`config.mk`:
```
export PLATFORM = sky130hd
export DESIGN_NAME = alu_shift_unit
export DESIGN_NICKNAME = d
export VERILOG_FILES = /design/src/rtl/alu_shift_pkg.sv /design/src/rtl/alu_reset_sync.sv /design/src/rtl/alu_arith_path.sv /design/src/rtl/alu_logic_path.sv /design/src/rtl/alu_shift_path.sv /design/src/rtl/alu_shift_unit.sv
export SDC_FILE = /design/constraint.sdc
export NUM_CORES = 1
export LEC_CHECK = 0
export BUFFER_PORTS_ARGS = -buffer_cell sky130_fd_sc_hd__buf_2
export CAP_MARGIN = 20
export CORE_ASPECT_RATIO = 0.7
export CORE_MARGIN = 5
export CORE_UTILIZATION = 60
export CTS_CLUSTER_SIZE = 10
export DETAILED_ROUTE_END_ITERATION = 12
export MAX_ROUTING_LAYER = met4
export PLACE_DENSITY_LB_ADDON = 0.15
export SLEW_MARGIN = 20
export SYNTH_ARGS = -nofsm -noshare
export SYNTH_HDL_FRONTEND = slang
export SYNTH_HIERARCHICAL = 1
export SYNTH_SLANG_ARGS = --single-unit
```
`constraint.sdc`:
```
create_clock -name clk -period 0.8 [get_ports clk]
set_input_delay 0.04 -clock clk [delete_from_list [all_inputs] [get_ports clk]]
set_output_delay 0.04 -clock clk [all_outputs]
set_load 0.02 [all_outputs]
```
`src/rtl/alu_shift_pkg.sv`:
```
package alu_shift_pkg;

  // Section select carried in op_sel[3:2]; the encoding is part of the interface.
  typedef enum logic [1:0] {
    SEC_ARITH = 2'b00,
    SEC_LOGIC = 2'b01,
    SEC_SHR   = 2'b10,
    SEC_SHL   = 2'b11
  } section_e;

  // Second adder term, op_sel[1:0] inside the arithmetic section.
  typedef enum logic [1:0] {
    TERM_B     = 2'b00,
    TERM_B_INV = 2'b01,
    TERM_ZERO  = 2'b10,
    TERM_ONES  = 2'b11
  } term_e;

  // Bitwise function, op_sel[1:0] inside the logic section.
  typedef enum logic [1:0] {
    LOG_AND   = 2'b00,
    LOG_OR    = 2'b01,
    LOG_XOR   = 2'b10,
    LOG_NOT_A = 2'b11
  } logic_fn_e;

endpackage

```
`src/rtl/alu_reset_sync.sv`:
```
module alu_reset_sync #(
  parameter int STAGES = 2
) (
  input  logic clk,
  input  logic rst_n,
  output logic rst_sync_n
);

  logic [STAGES-1:0] chain_q;

  always_ff @(posedge clk or negedge rst_n) begin
    if (!rst_n) begin
      chain_q <= '0;
    end else begin
      chain_q <= {chain_q[STAGES-2:0], 1'b1};
    end
  end

  assign rst_sync_n = chain_q[STAGES-1];

endmodule

```
`src/rtl/alu_arith_path.sv`:
```
module alu_arith_path
  import alu_shift_pkg::*;
#(
  parameter int WIDTH = 8
) (
  input  logic [WIDTH-1:0] a,
  input  logic [WIDTH-1:0] b,
  input  logic [1:0]       term_sel,
  input  logic             carry_in,
  output logic [WIDTH-1:0] sum,
  output logic             carry
);

  localparam int SUM_W = WIDTH + 1;

  logic [WIDTH-1:0] term;
  logic [SUM_W-1:0] full_sum;

  // Every arithmetic operation uses this one mux and one adder.
  always_comb begin
    unique case (term_e'(term_sel))
      TERM_B:     term = b;
      TERM_B_INV: term = ~b;
      TERM_ZERO:  term = '0;
      default:    term = '1;
    endcase
  end

  always_comb begin
    full_sum = {1'b0, a} + {1'b0, term} + {{WIDTH{1'b0}}, carry_in};
  end

  assign sum   = full_sum[WIDTH-1:0];
  assign carry = full_sum[SUM_W-1];

endmodule

```
`src/rtl/alu_logic_path.sv`:
```
module alu_logic_path
  import alu_shift_pkg::*;
#(
  parameter int WIDTH = 8
) (
  input  logic [WIDTH-1:0] a,
  input  logic [WIDTH-1:0] b,
  input  logic [1:0]       fn_sel,
  output logic [WIDTH-1:0] y
);

  // One four-input mux per bit, the same for every bit position.
  for (genvar i = 0; i < WIDTH; i++) begin : g_bit
    always_comb begin
      unique case (logic_fn_e'(fn_sel))
        LOG_AND: y[i] = a[i] & b[i];
        LOG_OR:  y[i] = a[i] | b[i];
        LOG_XOR: y[i] = a[i] ^ b[i];
        default: y[i] = ~a[i];
      endcase
    end
  end

endmodule

```
`src/rtl/alu_shift_path.sv`:
```
module alu_shift_path #(
  parameter int WIDTH = 8
) (
  input  logic [WIDTH-1:0] a,
  output logic [WIDTH-1:0] shr,
  output logic [WIDTH-1:0] shl
);

  // Logical shifts by one place; the vacated bit always takes 0.
  assign shr = {1'b0, a[WIDTH-1:1]};
  assign shl = {a[WIDTH-2:0], 1'b0};

endmodule

```
`src/rtl/alu_shift_unit.sv`:
```
module alu_shift_unit
  import alu_shift_pkg::*;
#(
  parameter int WIDTH = 8
) (
  input  logic             clk,
  input  logic             rst_n,
  input  logic             load_en,
  input  logic [3:0]       op_sel,
  input  logic             carry_in,
  input  logic [WIDTH-1:0] a,
  input  logic [WIDTH-1:0] b,
  output logic [WIDTH-1:0] result,
  output logic             carry_out
);

  localparam int SYNC_STAGES = 2;

  logic             rst_core_n;
  section_e         section;
  logic [WIDTH-1:0] arith_y;
  logic             arith_c;
  logic [WIDTH-1:0] logic_y;
  logic [WIDTH-1:0] shr_y;
  logic [WIDTH-1:0] shl_y;

  logic [WIDTH-1:0] result_q, result_d;
  logic             carry_q,  carry_d;
  logic             result_ld, carry_ld;

  alu_reset_sync #(.STAGES(SYNC_STAGES)) u_rst_sync (
    .clk        (clk),
    .rst_n      (rst_n),
    .rst_sync_n (rst_core_n)
  );

  assign section = section_e'(op_sel[3:2]);

  alu_arith_path #(.WIDTH(WIDTH)) u_arith (
    .a        (a),
    .b        (b),
    .term_sel (op_sel[1:0]),
    .carry_in (carry_in),
    .sum      (arith_y),
    .carry    (arith_c)
  );

  alu_logic_path #(.WIDTH(WIDTH)) u_logic (
    .a      (a),
    .b      (b),
    .fn_sel (op_sel[1:0]),
    .y      (logic_y)
  );

  alu_shift_path #(.WIDTH(WIDTH)) u_shift (
    .a   (a),
    .shr (shr_y),
    .shl (shl_y)
  );

  // Next-state selection.
  always_comb begin
    unique case (section)
      SEC_ARITH: result_d = arith_y;
      SEC_LOGIC: result_d = logic_y;
      SEC_SHR:   result_d = shr_y;
      default:   result_d = shl_y;
    endcase
    carry_d   = arith_c;
    result_ld = load_en;
    carry_ld  = load_en && (section == SEC_ARITH);
  end

  // Registers with explicit clock enables.
  always_ff @(posedge clk or negedge rst_core_n) begin
    if (!rst_core_n) begin
      result_q <= '0;
    end else if (result_ld) begin
      result_q <= result_d;
    end
  end

  always_ff @(posedge clk or negedge rst_core_n) begin
    if (!rst_core_n) begin
      carry_q <= 1'b0;
    end else if (carry_ld) begin
      carry_q <= carry_d;
    end
  end

  assign result    = result_q;
  assign carry_out = carry_q;

endmodule

```
==> summary.txt, run 1 <==
Run status
  – Status: finished with violations
  – Failing checks: setup timing

Yosys
  – Distinct cell type count after synthesis: 33
  – Main combinational cell family by area after synthesis: multiplexers
  – Mux contribution to synthesized area: 0.206
  – Synth Register Bits: 11
  – Avg Synthesized Cell Area: 9.56 sq um
  – Cell count after synthesis: 180
  – Ranking of synthesized cells by area: ha_1 17%, dfrtp_1 16%, mux4_2 10%, mux2i_1 9.3%, buf_4 7.0%
  – Yosys top cell by area: ha_1
  – Warnings, synthesis: 6
  – Synthesized cell area: 1720 sq um
  – Xor and xnor area share after synthesis: 0.0610
  – Compound-gate portion of the synthesized area: 0.0967
  – Register area share after synthesis: 0.160
  – Synth Area in Adders: 0.190
  – Synth top area share: 0.167
  – Synth Area in Simple Gates: 0.105

Finish
  – Diodes inserted: 0
  – Most frequent cells in the layout: 28 x buf_4, 27 x inv_1, 22 x ha_1
  – Fill cells: 181
  – Area Overhead vs Synth: 30.5%
  – Fin area: 2250 sq um
  – Most common cell after layout, fill and taps aside: buf_4
  – Share of layout cells above drive strength 1: 0.437
  – Final net count: 279

Routing
  – DR WL/cell: 16.4 um
  – Initial DRC Count: 49
  – DRT Pass-1 Iters: 4
  – ANT nets after route: 0
  – Vias/cell: 5.37
  – Total number of vias: 1424
  – Drt drc: 0
  – WL final: 4340 um

Global routing
  – Gr ovfl total: 0
  – Largest net degree at the start of global routing: 18
  – Antenna violations before repair: 0
  – Vias in the first global route: 1480
  – First-pass GRT wire length: 6850 um
  – GRT Resource Usage Total: 0.236

Die
  – Core area: 2780 sq um
  – Initial Utilization: 0.619
  – Die Span Y: 54.8 um
  – # rows: 16
  – IO Pins: 33
  – Die X: 74.0 um
  – Die area: 4060 sq um

Timing
  – Slew Viols, Final: 0
  – Max Clock Skew: 0.00185 ns
  – Final Cycle Share: 2.43
  – Final Hold Fails: 0
  – RSZ-0062 raised after global routing: yes
  – Fmax: 0.515 GHz
  – Final WS setup: -1.14 ns
  – Final Critical Period: 1.94 ns
  – Final setup fails: 15
  – Hold_ws: 0.110 ns

Pwr
  – P per Cell Area: 1320 nW/um^2
  – Maximum VDD drop: 0.000541 V
  – Power Total: 2.95 mW
  – Leakage dissipation: 1.16 nW

Placed design
  – Placer congestion estimate: 0.837
  – PortBufs: 32
  – Pre-CTS setup slack: -1.42 ns
  – Placed Area: 1970 sq um
  – HPWL after DPL: 3360 um

CTS
  – Clock latency on the worst-skew pair: 0.24 ns
  – Clk slew on worst S/H paths: 0.05 ns
  – Longest Clk Path Bufs: 2
  – Clock Sinks: 11
  – CTS Root Cell: clkbuf_8
  – CTS tree: yes
  – Htree depth: 1
  – Clock buffer count from CTS: 3

Worst setup path
  – Worst Setup Start Kind: primary input
  – Data required time of the worst path: 0.90 ns
  – Crit. End Element: flop
  – Cell chain of the critical path: buf_6 > nor2b_4 > xnor2_4 > fa_2 > fa_2 > nor2b_4 > o21ai_2 > a21boi_2 > o31a_1 > a21oi_2 > mux2i_1 > o221ai_1
  – Worst Path Arrival: 2.04 ns
  – Type of the worst setup path: primary input to flop
  – CP max FO: 3
  – Crit-path slowest cell: fa_2
  – Worst path max stage delay: 0.38 ns

Flow run
  – # Max-Cap Violations: 0

Worst hold path
  – Hold crit path type: primary input to asynchronous set/reset pin
==> synth_stat cells (all sizes together) <==
cell     n
nor3     1
or3      1
inv     31
nor2     6
o21a     3
dfrtp   11
o221ai   8
xnor2   12
a21boi   2
nand2b  16
nor3b    1
nand2    2
o21ai    2
o211ai   1
a21oi    3
o22ai    1
mux2     1
buf     23
mux4     8
ha      23
mux2i   16
o31a     1
conb     2
nor2b    3
fa       2
==> power breakdown <==
part	switching [mW]	leakage [nW]	internal (mW)	total, mW
logic	0.774	1.00	0.902	1.68
registers	0.0743	0.134	0.648	0.722
clock network	0.206	0.0228	0.350	0.556
==> state kept, by name (all words and copies together), names as in the netlist <==
name and cells:
u_rst_sync/chain_q 2, carry_out 1, result 8
==> layout make-up <==
cell class	count	area, sq um	area share
clock buffer	4	45.0	0.0201
inverter	31	119	0.0529
multi-input combinational	116	1230	0.550
timing repair buffer	67	527	0.235
tap	36	45.0	0.0201
sequential	11	275	0.123
==> repair_timing <==
action,in CTS,in global routing
hold buffers,1,0
hold endpoints to repair,2,0
pin swaps,16,9
gates resized for setup,32,11
endpoints found under the setup margin,18,18
buffers inserted,7,1
==> cell families (layout without fill, tap and decap cells) <==
family | Yosys count | count (layout)
XOR/XNOR | 12 | 12
adder cells (fa/ha/maj) | 25 | 25
other | 2 | 3
flip-flops | 11 | 11
AND/OR/NAND/NOR | 30 | 30
AO/OA/AOI/OAI | 21 | 21
buffers and inverters | 54 | 102
multiplexers | 25 | 25
==> per-stage QoR <==
step                      std cells  TNS (ns)   util
final                           265     -7.96  0.807
after global routing            265     -8.90  0.807
after CTS                       264     -7.75  0.788
after detailed placement        252    -10.44  0.708
after global placement          252     -9.85  0.708
after floorplan                 181     -7.44      -
==> worst paths after layout <==
kind	start	end	slack [ns]	cells after the start
max	b[0]	result[6]$_DFFE_PN0P_	-1.14	12
min	rst_n	u_rst_sync/chain_q[1]$_DFF_PN0_	0.11	2
max reg2reg	result[6]$_DFFE_PN0P_	result[6]$_DFFE_PN0P_	0.03	2
min reg2reg	u_rst_sync/chain_q[1]$_DFF_PN0_	carry_out$_DFFE_PN0P_	0.15	0
max in group asynchronous	u_rst_sync/chain_q[1]$_DFF_PN0_	result[0]$_DFFE_PN0P_	0.38	0
min in group clk	op_sel[2]	carry_out$_DFFE_PN0P_	0.18	3
==> worst max-delay path: cells and delay by family <==
family | cells | cell delay, ns
compound gates | 5 | 0.61
xor+xnor | 1 | 0.13
fa+ha+maj | 2 | 0.74
mux | 1 | 0.16
simple gates | 2 | 0.27
buf+inv | 1 | 0.09
==> layer usage <==
metal | wire length [um] | up-vias | track usage
li1 | - | 683 | -
met1 | 1830 | 668 | 0.278
met2 | 2160 | 61 | 0.422
met3 | 266 | 12 | 0.0275
met4 | 86 | 0 | 0.0843
met5 | 0 | - | -
Power figures use the tool's default switching activity.
==> run 2, diff against run 1 <==
--- a/config.mk
+++ b/config.mk
@@ -9,7 +9,7 @@
 export CAP_MARGIN = 20
 export CORE_ASPECT_RATIO = 0.7
 export CORE_MARGIN = 5
-export CORE_UTILIZATION = 60
+export CORE_UTILIZATION = 35
 export CTS_CLUSTER_SIZE = 10
 export DETAILED_ROUTE_END_ITERATION = 12
 export MAX_ROUTING_LAYER = met4
==> run 2 against run 1 <==
Highest routed layer is now met3. Sequential share of layout area is 0.23 points lower. Via count down 4.8%. Clock skew up 0.0038 ns. The flow still finishes with violations (setup timing). Sequential power barely moved. Final cell count up 12%.
==> summary.txt, run 2 (same netlist as run 1, synthesis figures left out) <==
Run status
  – Status: finished with violations
  – Failing checks: setup timing

Worst hold path
  – Hold crit path type: primary input to asynchronous set/reset pin

Timing
  – Final Cycle Share: 2.34
  – Final Hold Fails: 0
  – Max Clock Skew: 0.00565 ns
  – Fmax: 0.534 GHz
  – Fin Setup TNS: -7.67 ns
  – Final setup fails: 16
  – RSZ-0062 raised after global routing: yes
  – Final WS setup: -1.07 ns
  – Final Critical Period: 1.87 ns
  – Slew Viols, Final: 0
  – Slew HR: 0.664
  – Actual slew at the worst max-slew pin: 0.504 ns

Die
  – IO Pins: 33
  – Die area: 6440 sq um
  – Initial Utilization: 0.360
  – Die Span Y: 68.7 um
  – # rows: 21
  – Core area: 4780 sq um
  – Die X: 93.8 um

Global routing
  – GRT Resource Usage Total: 0.127
  – M3 GR Usage: 0.0217
  – Met1 Use GR: 0.186
  – Gr ovfl total: 0
  – Largest net degree at the start of global routing: 18
  – First-pass GRT wire length: 6310 um
  – Antenna violations before repair: 0
  – Met2 usage: 0.186
  – GRT Max-Usage Layer: met1
  – Vias in the first global route: 1333

Pwr
  – Leakage dissipation: 1.15 nW
  – Maximum VDD drop: 0.000539 V
  – P per Cell Area: 1270 nW/um^2

Routing
  – DR WL/cell: 12.7 um
  – WL final: 3770 um
  – Vias/cell: 4.57
  – Drt drc: 0
  – ANT nets after route: 0
  – DRT Pass-1 Iters: 4
  – Total number of vias: 1356
  – Initial DRC Count: 43

CTS
  – Clk slew on worst S/H paths: 0.05 ns
  – Longest Clk Path Bufs: 2
  – Clock buffer count from CTS: 3
  – CTS tree: yes
  – Clock latency on the worst-skew pair: 0.24 ns
  – CTS Root Cell: clkbuf_8
  – Clock Sinks: 11
  – Htree depth: 1

Worst setup path
  – CP top delay family: adder cells
  – Worst Setup Start Kind: primary input
  – Crit-path slowest cell: fa_2
  – Worst path max stage delay: 0.38 ns
  – Number of buffers and inverters on the critical path: 1
  – Type of the worst setup path: primary input to flop
  – Crit. End Element: flop
  – CP max FO: 3
  – Worst Path Arrival: 1.98 ns
  – Data required time of the worst path: 0.90 ns
  – Cell chain of the critical path: buf_6 > nor2b_4 > xnor2_4 > fa_2 > fa_2 > nor2b_4 > o21ai_2 > a21boi_2 > o31a_1 > a21oi_2 > mux2i_1 > o221ai_1

Finish
  – Diodes inserted: 0
  – Final net count: 278
  – Post-layout util: 0.479
  – Share of layout cells above drive strength 1: 0.439
  – Area Overhead vs Synth: 32.9%
  – Most frequent cells in the layout: 28 x inv_1, 27 x buf_4, 22 x ha_1
  – Largest register FFs: 8
  – Most common cell after layout, fill and taps aside: inv_1

Flow run
  – # Max-Cap Violations: 0

Placed design
  – HPWL after DPL: 3140 um
  – Placer congestion estimate: 0.902
  – PortBufs: 32
run 2: layout make-up:
| class | instances | area (sq um) |
|---|---|---|
| well taps | 69 | 86.3 |
| fillers | 460 | 2490 |
| flip-flops and latches | 11 | 275 |
| inverters | 31 | 119 |
| repair buffers | 66 | 513 |
| clock buffers | 4 | 45.0 |
| multi-input cells | 116 | 1250 |
run 2: report_power, final:
part,switching [mW],internal [mW],total [mW],leakage (nW)
Combinational,0.737,0.893,1.63,0.997
Clock,0.210,0.350,0.560,0.0228
Sequential,0.0759,0.647,0.723,0.134
Total,1.02,1.89,2.91,1.15
run 2: repair_timing:
item,CTS,global route
setup endpoints to repair,18,18
endpoints found under the hold margin,2,0
resized for setup,33,11
buffers inserted,4,4
pin swaps,17,13
hold buffers,1,0
run 2: worst paths after layout:
check / slack, ns / startpoint / to / cells past startpoint
worst min register to register: 0.15 / u_rst_sync/chain_q[1]$_DFF_PN0_ / result[5]$_DFFE_PN0P_ / 0
worst min-delay path: 0.13 / rst_n / u_rst_sync/chain_q[1]$_DFF_PN0_ / 2
min in group clk: 0.18 / op_sel[2] / carry_out$_DFFE_PN0P_ / 3
worst max register to register: 0.04 / carry_out$_DFFE_PN0P_ / carry_out$_DFFE_PN0P_ / 1
max in group asynchronous: 0.36 / u_rst_sync/chain_q[1]$_DFF_PN0_ / result[2]$_DFFE_PN0P_ / 0
worst max-delay path: -1.07 / b[0] / result[6]$_DFFE_PN0P_ / 12
run 2: metal layers:
layer / wire (um) / up-vias
li1: - / 682
met1: 2010 / 642
met2: 1550 / 32
met3: 205 / 0
met4: 0 / 0
met5: 0 / -
run 2: metrics by stage:
stage | worst slack, ns | total power, mW | cell area (sq um) | instances | hold WS, ns
final | -1.07 | 2.91 | 2290 | 297 | 0.135
after global routing | -1.20 | 3.13 | 2290 | 297 | 0.136
after CTS | -1.06 | 2.84 | 2210 | 294 | 0.128
after detailed placement | -1.37 | 2.08 | 2010 | 285 | -0.173
after global placement | -1.32 | 2.04 | 2010 | 285 | -0.176
after floorplan | -1.15 | 1.68 | 1770 | 181 | -0.256
